--- config.mk ---
export PLATFORM = sky130hd
export DESIGN_NAME = irq_arbiter
export DESIGN_NICKNAME = d
export VERILOG_FILES = /design/src/rtl/irq_arb_pkg.sv /design/src/rtl/irq_qualify.sv /design/src/rtl/irq_pick.sv /design/src/rtl/irq_out_reg.sv /design/src/rtl/irq_arbiter.sv
export SDC_FILE = /design/constraint.sdc
export NUM_CORES = 1
export LEC_CHECK = 0
export BUFFER_PORTS_ARGS = -buffer_cell sky130_fd_sc_hd__buf_2
export CAP_MARGIN = 20
export CORE_ASPECT_RATIO = 0.9
export CORE_MARGIN = 10
export CORE_UTILIZATION = 41
export CTS_CLUSTER_SIZE = 20
export DETAILED_ROUTE_END_ITERATION = 12
export GPL_TIMING_DRIVEN = 0
export PLACE_DENSITY = 0.77
export SYNTH_ARGS = -nofsm -noshare
export SYNTH_HDL_FRONTEND = slang
export SYNTH_SLANG_ARGS = --single-unit
--- constraint.sdc ---
create_clock -name clk -period 4.35 [get_ports clk]
set_input_delay 0 -clock clk [delete_from_list [all_inputs] [get_ports clk]]
set_output_delay 0 -clock clk [all_outputs]
set_load 0.02 [all_outputs]
--- src/rtl/irq_arb_pkg.sv ---
package irq_arb_pkg;
  localparam int IRQ_ADDR_W   = 16;
  localparam int IRQ_PRIO_W   = 3;
  localparam int IRQ_VEC_W    = 8;
  localparam int IRQ_N_DEV    = 4;
  localparam logic [IRQ_ADDR_W-1:0] IRQ_TBL_BASE = 16'h0100;

  function automatic logic [IRQ_ADDR_W-1:0] tbl_entry(
    input logic [IRQ_ADDR_W-1:0] base,
    input logic [IRQ_ADDR_W-1:0] vec_ext
  );
    return base + vec_ext;
  endfunction
endpackage

--- src/rtl/irq_qualify.sv ---
module irq_qualify #(
  parameter int N_DEV  = irq_arb_pkg::IRQ_N_DEV,
  parameter int PRIO_W = irq_arb_pkg::IRQ_PRIO_W
) (
  input  logic [N_DEV-1:0]        req,
  input  logic [N_DEV-1:0]        en,
  input  logic [N_DEV*PRIO_W-1:0] prio,
  input  logic [PRIO_W-1:0]       floor_prio,
  output logic [N_DEV-1:0]        qual
);
  for (genvar g = 0; g < N_DEV; g++) begin : g_dev
    assign qual[g] = req[g] & en[g] & (prio[g*PRIO_W +: PRIO_W] > floor_prio);
  end
endmodule

--- src/rtl/irq_pick.sv ---
module irq_pick #(
  parameter int N_DEV  = irq_arb_pkg::IRQ_N_DEV,
  parameter int PRIO_W = irq_arb_pkg::IRQ_PRIO_W,
  parameter int VEC_W  = irq_arb_pkg::IRQ_VEC_W
) (
  input  logic [N_DEV-1:0]        qual,
  input  logic [N_DEV*PRIO_W-1:0] prio,
  input  logic [N_DEV*VEC_W-1:0]  vec,
  output logic                    found,
  output logic [PRIO_W-1:0]       win_prio,
  output logic [VEC_W-1:0]        win_vec
);
  // Ascending scan with strict compare: an equal level later in the scan
  // never displaces an earlier one, so the lower index keeps ties.
  always_comb begin
    found    = 1'b0;
    win_prio = '0;
    win_vec  = '0;
    for (int i = 0; i < N_DEV; i++) begin
      if (qual[i] && (!found || prio[i*PRIO_W +: PRIO_W] > win_prio)) begin
        found    = 1'b1;
        win_prio = prio[i*PRIO_W +: PRIO_W];
        win_vec  = vec[i*VEC_W +: VEC_W];
      end
    end
  end
endmodule

--- src/rtl/irq_out_reg.sv ---
module irq_out_reg #(
  parameter int PRIO_W = irq_arb_pkg::IRQ_PRIO_W,
  parameter int VEC_W  = irq_arb_pkg::IRQ_VEC_W,
  parameter int ADDR_W = irq_arb_pkg::IRQ_ADDR_W,
  parameter logic [ADDR_W-1:0] TBL_BASE = irq_arb_pkg::IRQ_TBL_BASE
) (
  input  logic              clk,
  input  logic              rst,
  input  logic              fire,
  input  logic [PRIO_W-1:0] win_prio,
  input  logic [VEC_W-1:0]  win_vec,
  output logic              take,
  output logic [ADDR_W-1:0] addr,
  output logic [PRIO_W-1:0] level
);
  localparam int PAD_W = ADDR_W - VEC_W;

  logic [ADDR_W-1:0] next_addr;
  assign next_addr = TBL_BASE + {{PAD_W{1'b0}}, win_vec};

  always_ff @(posedge clk) begin
    if (rst) begin
      take  <= 1'b0;
      addr  <= '0;
      level <= '0;
    end else begin
      take <= fire;
      if (fire) begin
        addr  <= next_addr;
        level <= win_prio;
      end
    end
  end
endmodule

--- src/rtl/irq_arbiter.sv ---
module irq_arbiter #(
  parameter int N_DEV  = irq_arb_pkg::IRQ_N_DEV,
  parameter int PRIO_W = irq_arb_pkg::IRQ_PRIO_W,
  parameter int VEC_W  = irq_arb_pkg::IRQ_VEC_W,
  parameter int ADDR_W = irq_arb_pkg::IRQ_ADDR_W,
  parameter logic [ADDR_W-1:0] TBL_BASE = irq_arb_pkg::IRQ_TBL_BASE
) (
  input  logic                    clk,
  input  logic                    rst,
  input  logic [N_DEV-1:0]        dev_req,
  input  logic [N_DEV-1:0]        dev_en,
  input  logic [N_DEV*PRIO_W-1:0] dev_prio,
  input  logic [N_DEV*VEC_W-1:0]  dev_vec,
  input  logic [PRIO_W-1:0]       cpu_prio,
  input  logic                    insn_done,
  output logic                    take_irq,
  output logic [ADDR_W-1:0]       vec_addr,
  output logic [PRIO_W-1:0]       grant_prio
);
  logic [N_DEV-1:0]  qual;
  logic              found;
  logic [PRIO_W-1:0] win_prio;
  logic [VEC_W-1:0]  win_vec;
  logic              fire;

  irq_qualify #(.N_DEV(N_DEV), .PRIO_W(PRIO_W)) u_qual (
    .req(dev_req), .en(dev_en), .prio(dev_prio),
    .floor_prio(cpu_prio), .qual(qual)
  );

  irq_pick #(.N_DEV(N_DEV), .PRIO_W(PRIO_W), .VEC_W(VEC_W)) u_pick (
    .qual(qual), .prio(dev_prio), .vec(dev_vec),
    .found(found), .win_prio(win_prio), .win_vec(win_vec)
  );

  assign fire = insn_done & found;

  irq_out_reg #(.PRIO_W(PRIO_W), .VEC_W(VEC_W), .ADDR_W(ADDR_W),
                .TBL_BASE(TBL_BASE)) u_out (
    .clk(clk), .rst(rst), .fire(fire), .win_prio(win_prio),
    .win_vec(win_vec), .take(take_irq), .addr(vec_addr), .level(grant_prio)
  );
endmodule

; ---- Word level (Yosys, flattened, before mapping)
; Cells that the tools add are included.
[op_classes]
addsub = 1
multipliers = 0
div = 0
n_lt_le_gt_ge = 7
eq_ne = 0
n_shift = 0
mux = 12
n_bitwise = 9
n_reduce_logical = 9
[ops]
columns = operator, count
row1 = 2-to-1 mux 8 bit, 4
row2 = greater-than comparator 3 bit, 7
row3 = 2-to-1 mux 3 bit, 4
row4 = "adder 9 x 8 -> 10 bit, first input constant", 1
row5 = AND 1 bit, 9
row6 = 2-to-1 mux 1 bit, 4
row7 = logical AND 1 bit, 3
row8 = zero test 1 bit, 3
row9 = logical OR 1 bit, 3
[word_totals]
register_bits = 20
latchBits = 0
mem_bits_rw = 0
mem_bits_ro = 0
in_bits = 58
out_inout_bits = 20
wordCells = 41
n_memories = 0

; ---- Logic depth before layout (Yosys ltp)
; Gate-level depths: netlist (run 1).
[logic_depth]
depth_word = 16
mapped_depth = 29
mapped_depth_nobuf = 26

; ---- By module
; From an unflattened synthesis (run 1), not the netlist that was laid out.
[unflattened]
cells_unflattened = 214
area_unflattened_um2 = 1717.9
[by_module_without_submodules]
columns = module, n_inst, cells_per_inst, area_each_um2
row1 = irq_pick, 1, 130, 910.9
row2 = irq_out_reg, 1, 49, 518.0
row3 = irq_qualify, 1, 34, 282.8
row4 = irq_arbiter, 1, 1, 6.3

; ---- Least setup slack after synthesis (run 1)
; Ideal clock, no wire load.
[synth_timing]
kind = input-to-reg
from = input cpu_prio[1]
to = register u_out.addr[0]
setup_time_ns = 0.091
arrival_time_ns = 4.574
t_required_ns = 4.259
path_slack_ns = -0.314
stages = 28
path_buffers = 3
cell_sequence = inv_1 > ha_1 > nor2b_4 > o311ai_4 > nor2_2 > nand2_1 > ha_1 > nor2b_1 > o21a_1 > o21ai_2 > a21oi_4 > buf_6 > a22oi_1 > ha_1 > nor2b_1 > o21a_1 > o21ai_1 > a21o_1 > buf_2 > o21ai_0 > ha_1 > nor2b_1 > o21a_1 > o21ai_1 > a21o_2 > buf_4 > o211ai_1 > a311oi_1
[synth_via]
elab_chain_len = 16
[synth_rtl]
columns = element, line_no
row1 = from (decl), irq_arbiter.sv:14  ; input logic [PRIO_W-1:0] cpu_prio,
row2 = greater-than comparator 3 bit, irq_qualify.sv:12  ; assign qual[g] = req[g] & en[g] & (prio[g*PRIO_W +: PRIO_W] > floor_prio);
row3 = AND 1 bit, irq_qualify.sv:12
row4 = 2-to-1 mux 3 bit or 2-to-1 mux 1 bit (tied branches), irq_pick.sv:20  ; if (qual[i] && (!found || prio[i*PRIO_W +: PRIO_W] > win_prio)) begin
row5 = greater-than comparator 3 bit or zero test 1 bit (tied branches), irq_pick.sv:20
row6 = logical OR 1 bit, irq_pick.sv:20
row7 = logical AND 1 bit, irq_pick.sv:20
row8 = 2-to-1 mux 3 bit or 2-to-1 mux 1 bit (tied branches), irq_pick.sv:20
row9 = greater-than comparator 3 bit or zero test 1 bit (tied branches), irq_pick.sv:20
row10 = logical OR 1 bit, irq_pick.sv:20
row11 = logical AND 1 bit, irq_pick.sv:20
row12 = 2-to-1 mux 3 bit or 2-to-1 mux 1 bit (tied branches), irq_pick.sv:20
row13 = greater-than comparator 3 bit or zero test 1 bit (tied branches), irq_pick.sv:20
row14 = logical OR 1 bit, irq_pick.sv:20
row15 = logical AND 1 bit, irq_pick.sv:20
row16 = 2-to-1 mux 8 bit or 2-to-1 mux 1 bit (tied branches), irq_pick.sv:20
row17 = adder 9 x 8 -> 10 bit or AND 1 bit (tied branches), "irq_out_reg.sv:19, irq_arbiter.sv:36"
row18 = to (signal assigned), irq_out_reg.sv:29  ; addr <= next_addr;
row19 = to (decl), irq_out_reg.sv:13  ; output logic [ADDR_W-1:0] addr,
; Parallel ways exist; a longest one is shown, timed or not.
; A chain may end at the register's enable or synchronous reset.

; ---- Final worst setup path (run 1)
[layout_timing]
from = input cpu_prio[1]
to = register u_out.level[2]
[layout_via]
elab_chain_len = 16
[layout_rtl]
columns = element, line_no
row1 = greater-than comparator 3 bit, irq_qualify.sv:12
row2 = AND 1 bit, irq_qualify.sv:12
row3 = 2-to-1 mux 3 bit or 2-to-1 mux 1 bit (tied branches), irq_pick.sv:20
row4 = greater-than comparator 3 bit or zero test 1 bit (tied branches), irq_pick.sv:20
row5 = logical OR 1 bit, irq_pick.sv:20
row6 = logical AND 1 bit, irq_pick.sv:20
row7 = 2-to-1 mux 3 bit or 2-to-1 mux 1 bit (tied branches), irq_pick.sv:20
row8 = greater-than comparator 3 bit or zero test 1 bit (tied branches), irq_pick.sv:20
row9 = logical OR 1 bit, irq_pick.sv:20
row10 = logical AND 1 bit, irq_pick.sv:20
row11 = 2-to-1 mux 3 bit or 2-to-1 mux 1 bit (tied branches), irq_pick.sv:20
row12 = greater-than comparator 3 bit or zero test 1 bit (tied branches), irq_pick.sv:20
row13 = logical OR 1 bit, irq_pick.sv:20
row14 = logical AND 1 bit, irq_pick.sv:20
row15 = 2-to-1 mux 1 bit, irq_pick.sv:20
row16 = AND 1 bit, irq_arbiter.sv:36  ; assign fire = insn_done & found;
row17 = to (signal assigned), irq_out_reg.sv:30  ; level <= win_prio;
row18 = to (decl), irq_out_reg.sv:14  ; output logic [PRIO_W-1:0] level
; Parallel ways exist; a longest one is shown, timed or not.

==> results of run 1 <==
## power breakdown
group,total [W],internal [W],switching (W)
Sequential,0.000137,0.000131,0.00000532
Combinational,0.000249,0.000119,0.000130
Clock,0.000107,0.0000646,0.0000421
## synth_stat cells, drive strengths merged
| cell | instances | share of area, % |
|---|---|---|
| a22oi | 2 | 1.0 |
| a21o | 2 | 1.1 |
| o311ai | 3 | 3.5 |
| nand2 | 3 | 0.76 |
| a221o | 10 | 6.8 |
| nor2b | 7 | 4.0 |
| nand4 | 1 | 0.85 |
| conb | 1 | 0.25 |
| a21oi | 2 | 2.2 |
| o22ai | 1 | 0.42 |
| nand3 | 7 | 2.7 |
| inv | 7 | 1.8 |
| a31oi | 1 | 0.42 |
| a311oi | 10 | 5.9 |
| a211oi | 1 | 0.51 |
| ha | 21 | 18 |
| clkbuf | 2 | 0.51 |
| a22o | 1 | 0.68 |
| buf | 14 | 7.8 |
| or2 | 3 | 1.4 |
| o21ai | 18 | 6.4 |
| o211ai | 11 | 5.9 |
| dfxtp | 13 | 18 |
| nor2 | 18 | 4.7 |
| nand2b | 2 | 0.85 |
| o21a | 7 | 4.1 |
## repair_timing
item,CTS,global route
gates resized for setup,7,11
hold buffers,1,0
setup buffers,11,2
endpoints found under the hold margin,3,0
setup endpoints to repair,11,11
cloned,1,0
pin swaps,17,6
## metal layers
metal | vias up | part of all wire [%] | track usage [%] | routed length, um
met2 | 46 | 50 | 24.5 | 2400
met3 | 7 | 6.0 | 2.96 | 287
met1 | 716 | 43 | 16.2 | 2050
met4 | 0 | 1.1 | 3.06 | 54
met5 | - | 0 | 0 | 0
li1 | 825 | - | - | -
## metrics by stage
stage                     setup WS (ns)  setup TNS, ns
after CTS                       -0.0209        -0.0214
final                           -0.0914         -0.305
after global routing             -0.305          -2.57
after floorplan                  -0.130          -1.21
after detailed placement         -0.723          -7.43
after global placement           -0.674          -7.07
## worst reg2reg max path, cell delays in order, from the launching register on
cell      delay, ns
dfxtp_1        0.33
nor2_1         0.05
a311oi_1       0.25
## flip-flops by register name, summed over array words and instances (netlist names)
name,cells
u_out.take,1
u_out.addr,9
u_out.level,3
## cells by family after synthesis
logic type	share of synthesized area, %
AOI/OAI and AO/OA	39.0
and+or+nand+nor	15.3
buffers and inverters	10.1
adders and majority gates	17.8
DFF	17.6
other	0.254
## worst max path at each step
stage / startpoint / endpoint / slack [ns] / cells after the start
after global placement: cpu_prio[1] / u_out.addr[6]$_SDFFE_PP0P_ / -0.67 / 29
after CTS: cpu_prio[1] / u_out.addr[6]$_SDFFE_PP0P_ / -0.02 / 28
final: cpu_prio[1] / u_out.level[2]$_SDFFE_PP0P_ / -0.09 / 28
after detailed placement: cpu_prio[1] / u_out.addr[1]$_SDFFE_PP0P_ / -0.72 / 29
after floorplan: cpu_prio[1] / u_out.addr[6]$_SDFFE_PP0P_ / -0.13 / 28
after global routing: cpu_prio[1] / u_out.level[2]$_SDFFE_PP0P_ / -0.31 / 28
## final cells by class
| cell class | instances | area, sq um |
|---|---|---|
| inverters | 7 | 38.8 |
| plain buffers | 14 | 106 |
| multi-input cells | 138 | 1190 |
| clock buffers | 4 | 45.0 |
| repair buffers | 84 | 480 |
| well taps | 44 | 55.1 |
| flip-flops and latches | 13 | 260 |
| fillers | 307 | 1250 |
==> flow_metrics.env, run 1 <==
export IMPL_ir_drop_mv=0.109
export IMPL_synth_sequential_area_ratio_pct=17.6
export IMPL_drt_vias_per_instance=5.24
export IMPL_grt_overflow_total=0
export IMPL_clock_sinks=13
export IMPL_yosys_warnings=0
export IMPL_instances_no_fill=304
export IMPL_die_area_sq_um=6410
export IMPL_final_core_util_pct=63.5
export IMPL_worstHoldEndpoint="u_out.level[1]$_SDFFE_PP0P_"
export IMPL_number_of_nets_with_antenna_violations_after_detailed_routing=0
export IMPL_root_buffer="clkbuf_8"
export IMPL_worst_path_max_fanout=5
export IMPL_report_final_hold_viol_count=0
export IMPL_placed_cell_area_sq_um=1960
export IMPL_final_max_slew_viol_count=0
export IMPL_clock_insertion_delay_at_the_later_pin_of_the_skew_report_ns=0.24
export IMPL_failing_checks="setup timing"
export IMPL_grt_usage_pct=13.7
export IMPL_total_leakage_power_nw=1.02
export IMPL_hold_path_depth=3
export IMPL_layout_cells_most_common_list="buf_2, buf_4, nor2_1, ha_1, dfxtp_1"
export IMPL_finalSetupViolations=9
export IMPL_worst_r2r_cell_count=2
export IMPL_ioPinCount=78
export IMPL_worstHoldPathType="input pin to flop"
export IMPL_h_tree_lvls=1
export IMPL_layout_setup_ws_ns=-0.0914
export IMPL_area_delta_synth_final_pct=47.3
export IMPL_layout_worst_path_cycle_share_pct=102
export IMPL_core_area_sq_um=3430
export IMPL_worst_reg2reg_path_startpoint="u_out.level[2]$_SDFFE_PP0P_"
export IMPL_drcViolationCount=0
export IMPL_dr_first_iter_drc_count=43
export IMPL_fmaxAchievable_ghz=0.225
export IMPL_initial_standard_cell_utilization_of_the_core_pct=43.1
export IMPL_grt_pass1_wl_mm=7.67
export IMPL_gp_routability_congestion=0.831
export IMPL_critPathMaxStageDelay_ns=0.31
export IMPL_critical_path_n_buffers_inverters=3
export IMPL_num_nets_final=340
export IMPL_cts_buffer_count=3
export IMPL_wl_mm=4.79
export IMPL_path_clk_slew_ns=0.05
export IMPL_critical_path_slowest_cell="o311ai_4"
export IMPL_fin_total_pwr_w=0.000492
export IMPL_maximum_number_of_pins_on_one_net_before_global_route_repair=11
export IMPL_stdcell_area_sq_um=2180
export IMPL_numPlacedInstances=287
export IMPL_die_h_um=77.0
export IMPL_cts_buffer_depth=2
export IMPL_reg2reg_setup_slack_ns=3.62
export IMPL_endpoint_of_the_lowest_slack_register_to_register_path="u_out.level[2]$_SDFFE_PP0P_"
export IMPL_fin_hold_ws_ns=0.0710
export IMPL_grt_setup_unrepaired="yes"
export IMPL_proportion_of_layout_cells_with_a_drive_suffix_above_1_pct=49.2
export IMPL_timing_critical_path_max_delay_family="compound AO/OA/AOI/OAI gates"
export IMPL_routed_via_count=1594
export IMPL_min_from="dev_prio[10]"
export IMPL_detailed_place_hpwl_mm=3.88
export IMPL_cts_tree="built"
export IMPL_final_common_cell="buf_2"
export IMPL_worst_setup_path_end_kind="flop"
export IMPL_setup_worst_path_start_class="input pin"
export IMPL_drv_max_cap_violation_count=0
export IMPL_cp_required_ns=4.50
export IMPL_post_synth_num_cell_types=40
export IMPL_num_antenna_cells=0
export IMPL_place_port_buffers=69
export IMPL_wl_per_cell_um=15.8
export IMPL_result_of_the_run="finished with violations"
export IMPL_firstDrtPassIters=4
export IMPL_grt_pass1_vias=1676
export IMPL_power_density_nw_per_um2=226
export IMPL_post_route_min_period_ns=4.44
export IMPL_number_of_cell_rows=20
export IMPL_antenna_found_initial=0
export IMPL_fp_dieW_um=83.3
export IMPL_synth_cell_area_sq_um=1480
export IMPL_postSynthAreaPerCell_sq_um=8.80
export IMPL_timing_setup_critical_path_class="input pin to flop"
export IMPL_number_of_synthesized_register_bits=13
export IMPL_fin_worst_skew_ns=0
export IMPL_syn_instance_count=168
export IMPL_worst_ep_arrival_time_ns=4.59
(Power assumes the default switching activity.)
==> inputs of run 2 (changes only) <==
--- a/config.mk
+++ b/config.mk
@@ -14,6 +14,7 @@
 export DETAILED_ROUTE_END_ITERATION = 12
 export GPL_TIMING_DRIVEN = 0
 export PLACE_DENSITY = 0.77
+export SETUP_SLACK_MARGIN = 0.1
 export SYNTH_ARGS = -nofsm -noshare
 export SYNTH_HDL_FRONTEND = slang
 export SYNTH_SLANG_ARGS = --single-unit
==> flow_metrics.env, run 2 (synthesized netlist as in run 1, its figures left out) <==
export IMPL_flip_flop_count_of_the_largest_register_after_layout=9
export IMPL_worst_ep_arrival_time_ns=4.66
export IMPL_final_common_cell="buf_2"
export IMPL_min_from="dev_prio[10]"
export IMPL_h_tree_lvls=1
export IMPL_num_nets_final=343
export IMPL_root_buffer="clkbuf_8"
export IMPL_fmaxAchievable_ghz=0.221
export IMPL_die_h_um=77.0
export IMPL_critPathMaxStageDelay_ns=0.30
export IMPL_drv_max_cap_violation_count=0
export IMPL_worst_r2r_cell_count=2
export IMPL_area_delta_synth_final_pct=50.9
export IMPL_wl_mm=4.84
export IMPL_grt_overflow_total=0
export IMPL_wl_per_cell_um=15.8
export IMPL_worst_reg2reg_path_startpoint="u_out.level[2]$_SDFFE_PP0P_"
export IMPL_report_final_hold_viol_count=0
export IMPL_antenna_found_initial=0
export IMPL_worstHoldEndpoint="u_out.level[1]$_SDFFE_PP0P_"
export IMPL_grt_usage_pct=14.1
export IMPL_post_route_min_period_ns=4.52
export IMPL_clock_insertion_delay_at_the_later_pin_of_the_skew_report_ns=0.24
export IMPL_drcViolationCount=0
export IMPL_fin_worst_skew_ns=0
export IMPL_fin_hold_ws_ns=0.0722
export IMPL_failing_checks="setup timing"
export IMPL_dr_first_iter_drc_count=63
export IMPL_worstHoldPathType="input pin to flop"
export IMPL_proportion_of_layout_cells_with_a_drive_suffix_above_1_pct=51.0
export IMPL_number_of_nets_with_antenna_violations_after_detailed_routing=0
export IMPL_path_clk_slew_ns=0.05
export IMPL_layout_setup_ws_ns=-0.168
export IMPL_maximum_number_of_pins_on_one_net_before_global_route_repair=11
export IMPL_total_leakage_power_nw=1.04
export IMPL_largest_register="u_out.addr"
export IMPL_drt_vias_per_instance=5.28
export IMPL_fp_dieW_um=83.3
export IMPL_clock_sinks=13
export IMPL_endpoint_of_the_lowest_slack_register_to_register_path="u_out.level[2]$_SDFFE_PP0P_"
export IMPL_firstDrtPassIters=4
export IMPL_setup_worst_path_start_class="input pin"
export IMPL_layout_worst_path_cycle_share_pct=104
export IMPL_die_area_sq_um=6410
export IMPL_cts_tree="built"
export IMPL_largest_registers="u_out.addr (9), u_out.level (3), u_out.take (1)"
export IMPL_reg2reg_setup_slack_ns=3.62
export IMPL_number_of_cell_rows=20
export IMPL_instances_no_fill=307
export IMPL_final_fill_count=305
export IMPL_grt_setup_unrepaired="yes"
export IMPL_power_density_nw_per_um2=224
export IMPL_detailed_place_hpwl_mm=3.88
export IMPL_final_max_slew_viol_count=0
export IMPL_core_area_sq_um=3430
export IMPL_setup_tns_ns=-1.13
export IMPL_cts_buffer_count=3
export IMPL_setup_worst_path_start="cpu_prio[1]"
export IMPL_routed_via_count=1621
export IMPL_grt_pass1_wl_mm=7.88
export IMPL_timing_setup_critical_path_class="input pin to flop"
export IMPL_finalSetupViolations=11
export IMPL_layout_cells_most_common_list="buf_2, buf_4, nor2_1"
export IMPL_initial_standard_cell_utilization_of_the_core_pct=43.1
export IMPL_result_of_the_run="finished with violations"
export IMPL_cp_required_ns=4.50
export IMPL_grt_pass1_vias=1727
export IMPL_num_antenna_cells=0
export IMPL_gp_routability_congestion=0.831
export IMPL_fin_total_pwr_w=0.000498
export IMPL_placed_cell_area_sq_um=1960
export IMPL_ir_drop_mv=0.109
export IMPL_ioPinCount=78
export IMPL_critical_path_slowest_cell="o311ai_4"
export IMPL_stdcell_area_sq_um=2230
export IMPL_worst_path_max_fanout=5
export IMPL_numPlacedInstances=287
export IMPL_hold_path_depth=3
export IMPL_place_port_buffers=69
export IMPL_cts_buffer_depth=2
export IMPL_worst_setup_path_end_kind="flop"
## run 2: changes by cell type in the layout (fill, tap and decap cells not counted), sizes merged
cell / previous run / this run
buf: 95 / 98
## run 2: final cells by class
cell class / count / area (sq um) / share of cell area (%)
Tap cell: 44 / 55.1 / 2.47
Clock buffer: 4 / 45.0 / 2.02
Timing Repair Buffer: 85 / 497 / 22.3
Inverter: 7 / 38.8 / 1.74
Sequential cell: 13 / 260 / 11.7
Buffer: 16 / 133 / 5.95
Multi-Input combinational cell: 138 / 1200 / 53.9
## run 2: what timing repair did
action                                  4_1_cts  5_1_grt
gates resized for setup                       9       15
setup buffers                                12        2
endpoints found under the hold margin         3        0
pin swaps                                    25        2
cloned                                        1        0
endpoints found under the setup margin       11       11
hold buffers                                  1        0
## run 2: worst max-delay path by stage
| stage | end | slack, ns | depth (start not counted) |
|---|---|---|---|
| 2_1_floorplan | u_out.addr[6]$_SDFFE_PP0P_ | -0.13 | 28 |
| 3_3_place_gp | u_out.addr[6]$_SDFFE_PP0P_ | -0.67 | 29 |
| 3_5_place_dp | u_out.addr[1]$_SDFFE_PP0P_ | -0.72 | 29 |
| 4_1_cts | u_out.addr[6]$_SDFFE_PP0P_ | -0.15 | 29 |
| 5_1_grt | u_out.level[2]$_SDFFE_PP0P_ | -0.41 | 29 |
| 6_report | u_out.level[2]$_SDFFE_PP0P_ | -0.17 | 29 |
## run 2: routing by layer
| metal | global-route usage, % | vias to the layer above | part of all wire (%) |
|---|---|---|---|
| met3 | 3.27 | 9 | 6.4 |
| met2 | 25.2 | 55 | 49 |
| met1 | 16.4 | 726 | 43 |
| li1 | - | 831 | - |
| met4 | 3.74 | 0 | 1.6 |
| met5 | 0 | - | 0 |
## run 2: report_power, final
part           switching [W]  internal, W  leakage, nW
clock network      0.0000420    0.0000646       0.0228
logic               0.000132     0.000123        0.911
registers         0.00000551     0.000131        0.107
total               0.000179     0.000319         1.04
## run 2: per-stage QoR
stage	setup WS, ns	utilization (%)
after detailed placement	-0.723	57.2
after floorplan	-0.130	-
after global placement	-0.674	57.2
after global routing	-0.407	65.0
after CTS	-0.150	62.6
final	-0.168	65.0
## run 2: worst max-delay path: cells and delay by family
family | cells | cell delay, ns
adders and majority gates | 4 | 0.88
AOI/OAI and AO/OA | 15 | 2.69
and+or+nand+nor | 6 | 0.67
buffers and inverters | 4 | 0.43
==> inputs of run 3 (changes only) <==
--- a/config.mk
+++ b/config.mk
@@ -13,7 +13,7 @@
 export CTS_CLUSTER_SIZE = 20
 export DETAILED_ROUTE_END_ITERATION = 12
 export GPL_TIMING_DRIVEN = 0
-export PLACE_DENSITY = 0.77
+export PLACE_DENSITY = 0.79
 export SETUP_SLACK_MARGIN = 0.1
 export SYNTH_ARGS = -nofsm -noshare
 export SYNTH_HDL_FRONTEND = slang
==> flow_metrics.env, run 3 (synthesized netlist as in run 1, its figures left out) <==
export IMPL_report_final_hold_viol_count=0
export IMPL_cts_buffer_depth=2
export IMPL_proportion_of_layout_cells_with_a_drive_suffix_above_1_pct=50.4
export IMPL_worst_ep_arrival_time_ns=4.68
export IMPL_final_max_slew_viol_count=0
export IMPL_drt_vias_per_instance=5.41
export IMPL_grt_setup_unrepaired="yes"
export IMPL_critical_path_slowest_cell="o311ai_4"
export IMPL_fin_total_pwr_w=0.000498
export IMPL_clock_sinks=13
export IMPL_layout_setup_ws_ns=-0.177
export IMPL_met3_use_gr_pct=3.80
export IMPL_ir_drop_mv=0.0921
export IMPL_fmaxAchievable_ghz=0.221
export IMPL_maximum_number_of_pins_on_one_net_before_global_route_repair=11
export IMPL_clock_insertion_delay_at_the_later_pin_of_the_skew_report_ns=0.24
export IMPL_routed_via_count=1667
export IMPL_dr_first_iter_drc_count=84
export IMPL_core_area_sq_um=3430
export IMPL_final_fill_count=286
export IMPL_final_common_cell="buf_2"
export IMPL_path_clk_slew_ns=0.06
export IMPL_hold_path_depth=3
export IMPL_ioPinCount=78
export IMPL_power_share_combinational_pct=50.8
export IMPL_numPlacedInstances=287
export IMPL_wl_mm=5.11
export IMPL_clkPwrFrac_pct=21.7
export IMPL_critPathMaxStageDelay_ns=0.32
export IMPL_worst_reg2reg_path_startpoint="u_out.addr[4]$_SDFFE_PP0P_"
export IMPL_grt_overflow_total=0
export IMPL_min_from="dev_prio[11]"
export IMPL_switchingPower_w=0.000181
export IMPL_worstHoldEndpoint="u_out.level[2]$_SDFFE_PP0P_"
export IMPL_cts_buffer_count=3
export IMPL_fin_worst_skew_ns=0
export IMPL_number_of_cell_rows=20
export IMPL_intPower_w=0.000316
export IMPL_die_area_sq_um=6410
export IMPL_switching_share_pct=36.4
export IMPL_drv_max_cap_violation_count=0
export IMPL_total_leakage_power_nw=1.04
export IMPL_place_port_buffers=69
export IMPL_final_core_util_pct=64.5
export IMPL_grt_pass1_vias=1731
export IMPL_root_buffer="clkbuf_8"
export IMPL_pwr_share_seq_pct=27.5
export IMPL_largest_registers="u_out.addr (9), u_out.level (3), u_out.take (1)"
export IMPL_setup_worst_path_start_class="input pin"
export IMPL_power_density_nw_per_um2=225
export IMPL_placed_cell_area_sq_um=1960
export IMPL_num_nets_final=344
export IMPL_firstDrtPassIters=4
export IMPL_die_h_um=77.0
export IMPL_post_route_min_period_ns=4.53
export IMPL_worst_setup_path_end_kind="flop"
export IMPL_layout_cells_most_common_list="buf_2, buf_4, nor2_1, ha_1, dfxtp_1"
export IMPL_h_tree_lvls=1
export IMPL_num_antenna_cells=0
export IMPL_timing_setup_critical_path_class="input pin to flop"
export IMPL_worst_path_max_fanout=10
export IMPL_grt_usage_pct=14.5
export IMPL_critical_path_top_cell_by_count="o21a_1"
export IMPL_layout_worst_path_cycle_share_pct=104
export IMPL_detailed_place_hpwl_mm=4.03
export IMPL_pre_cts_slack_ns=-0.775
export IMPL_cts_tree="built"
export IMPL_stdcell_area_sq_um=2210
export IMPL_largest_register="u_out.addr"
export IMPL_cp_required_ns=4.50
export IMPL_grt_pass1_wl_mm=8.05
export IMPL_failing_checks="setup timing"
export IMPL_fp_dieW_um=83.3
export IMPL_worstHoldPathType="input pin to flop"
export IMPL_wl_per_cell_um=16.6
export IMPL_global_route_usage_met1_pct=15.8
export IMPL_initial_standard_cell_utilization_of_the_core_pct=43.1
export IMPL_flip_flop_count_of_the_largest_register_after_layout=9
export IMPL_antenna_found_initial=0
export IMPL_instances_no_fill=308
export IMPL_endpoint_of_the_lowest_slack_register_to_register_path="u_out.addr[4]$_SDFFE_PP0P_"
export IMPL_result_of_the_run="finished with violations"
export IMPL_drcViolationCount=0
export IMPL_gp_routability_congestion=0.826
export IMPL_gr_usage_met2_pct=27.2
export IMPL_grt_busiest_layer="met2"
export IMPL_area_delta_synth_final_pct=49.5
export IMPL_worst_r2r_cell_count=2
export IMPL_number_of_nets_with_antenna_violations_after_detailed_routing=0
export IMPL_reg2reg_setup_slack_ns=3.63
export IMPL_finalSetupViolations=11
==> run 3: cell types whose count changed in the layout (fill, tap and decap cells not counted) <==
cell     before  now
nand2_2       2    1
buf_12        1    0
buf_8         1    2
buf_4        21   24
ha_1         16   17
nand2_1       1    2
buf_6         7    5
ha_4          4    3
==> run 3: cell type report <==
class,count,area (sq um),area share (%)
clock buffer,4,45.0,2.04
timing repair buffer,86,495,22.4
multi-input combinational,138,1190,53.7
tap,44,55.1,2.49
sequential,13,260,11.8
inverter,7,38.8,1.76
buffer,16,129,5.83
==> run 3: repair_timing <==
| action | 4_1_cts | 5_1_grt |
|---|---|---|
| pin swaps | 27 | 3 |
| buffers inserted | 14 | 1 |
| setup endpoints to repair | 11 | 11 |
| hold endpoints to repair | 3 | 0 |
| gates resized for setup | 14 | 4 |
| cloned | 1 | 0 |
| hold buffers | 1 | 0 |
==> run 3: routing by layer <==
metal  share of wire, %  wire length (um)
met1                 41              2080
met5                  0                 0
met3                7.4               380
met4                1.3                67
met2                 50              2580
==> run 3: critical path: cells and delay by family <==
family,cells,cell delay [ns]
AOI/OAI and AO/OA,13,2.17
adders and majority gates,4,0.75
buffers and inverters,7,0.82
and+or+nand+nor,8,0.91
==> run 3: power groups by stage <==
stage	registers [W]	logic, W	clock network, W
5_1_grt	0.000138	0.000277	0.000112
2_1_floorplan	0.000154	0.000137	0
4_1_cts	0.000137	0.000243	0.000108
3_5_place_dp	0.000139	0.000222	0
3_3_place_gp	0.000139	0.000217	0
6_report	0.000137	0.000253	0.000108
==> run 3: metrics by stage <==
| step | hold slack (ns) | setup TNS [ns] |
|---|---|---|
| final | 0.0750 | -1.62 |
| after global routing | 0.0916 | -4.30 |
| after CTS | 0.0775 | -1.05 |
| after detailed placement | 0.212 | -8.06 |
| after global placement | 0.214 | -6.89 |
| after floorplan | 0.0716 | -1.21 |
==> run 3: how the worst max path moves through the flow <==
stage	to	startpoint	slack (ns)	cells past startpoint
final	u_out.level[1]$_SDFFE_PP0P_	cpu_prio[1]	-0.18	32
after global routing	u_out.addr[2]$_SDFFE_PP0P_	cpu_prio[1]	-0.46	29
after CTS	u_out.level[1]$_SDFFE_PP0P_	cpu_prio[1]	-0.12	29
after detailed placement	u_out.level[1]$_SDFFE_PP0P_	cpu_prio[1]	-0.77	29
after global placement	u_out.level[2]$_SDFFE_PP0P_	cpu_prio[1]	-0.66	29
after floorplan	u_out.addr[6]$_SDFFE_PP0P_	cpu_prio[1]	-0.13	28
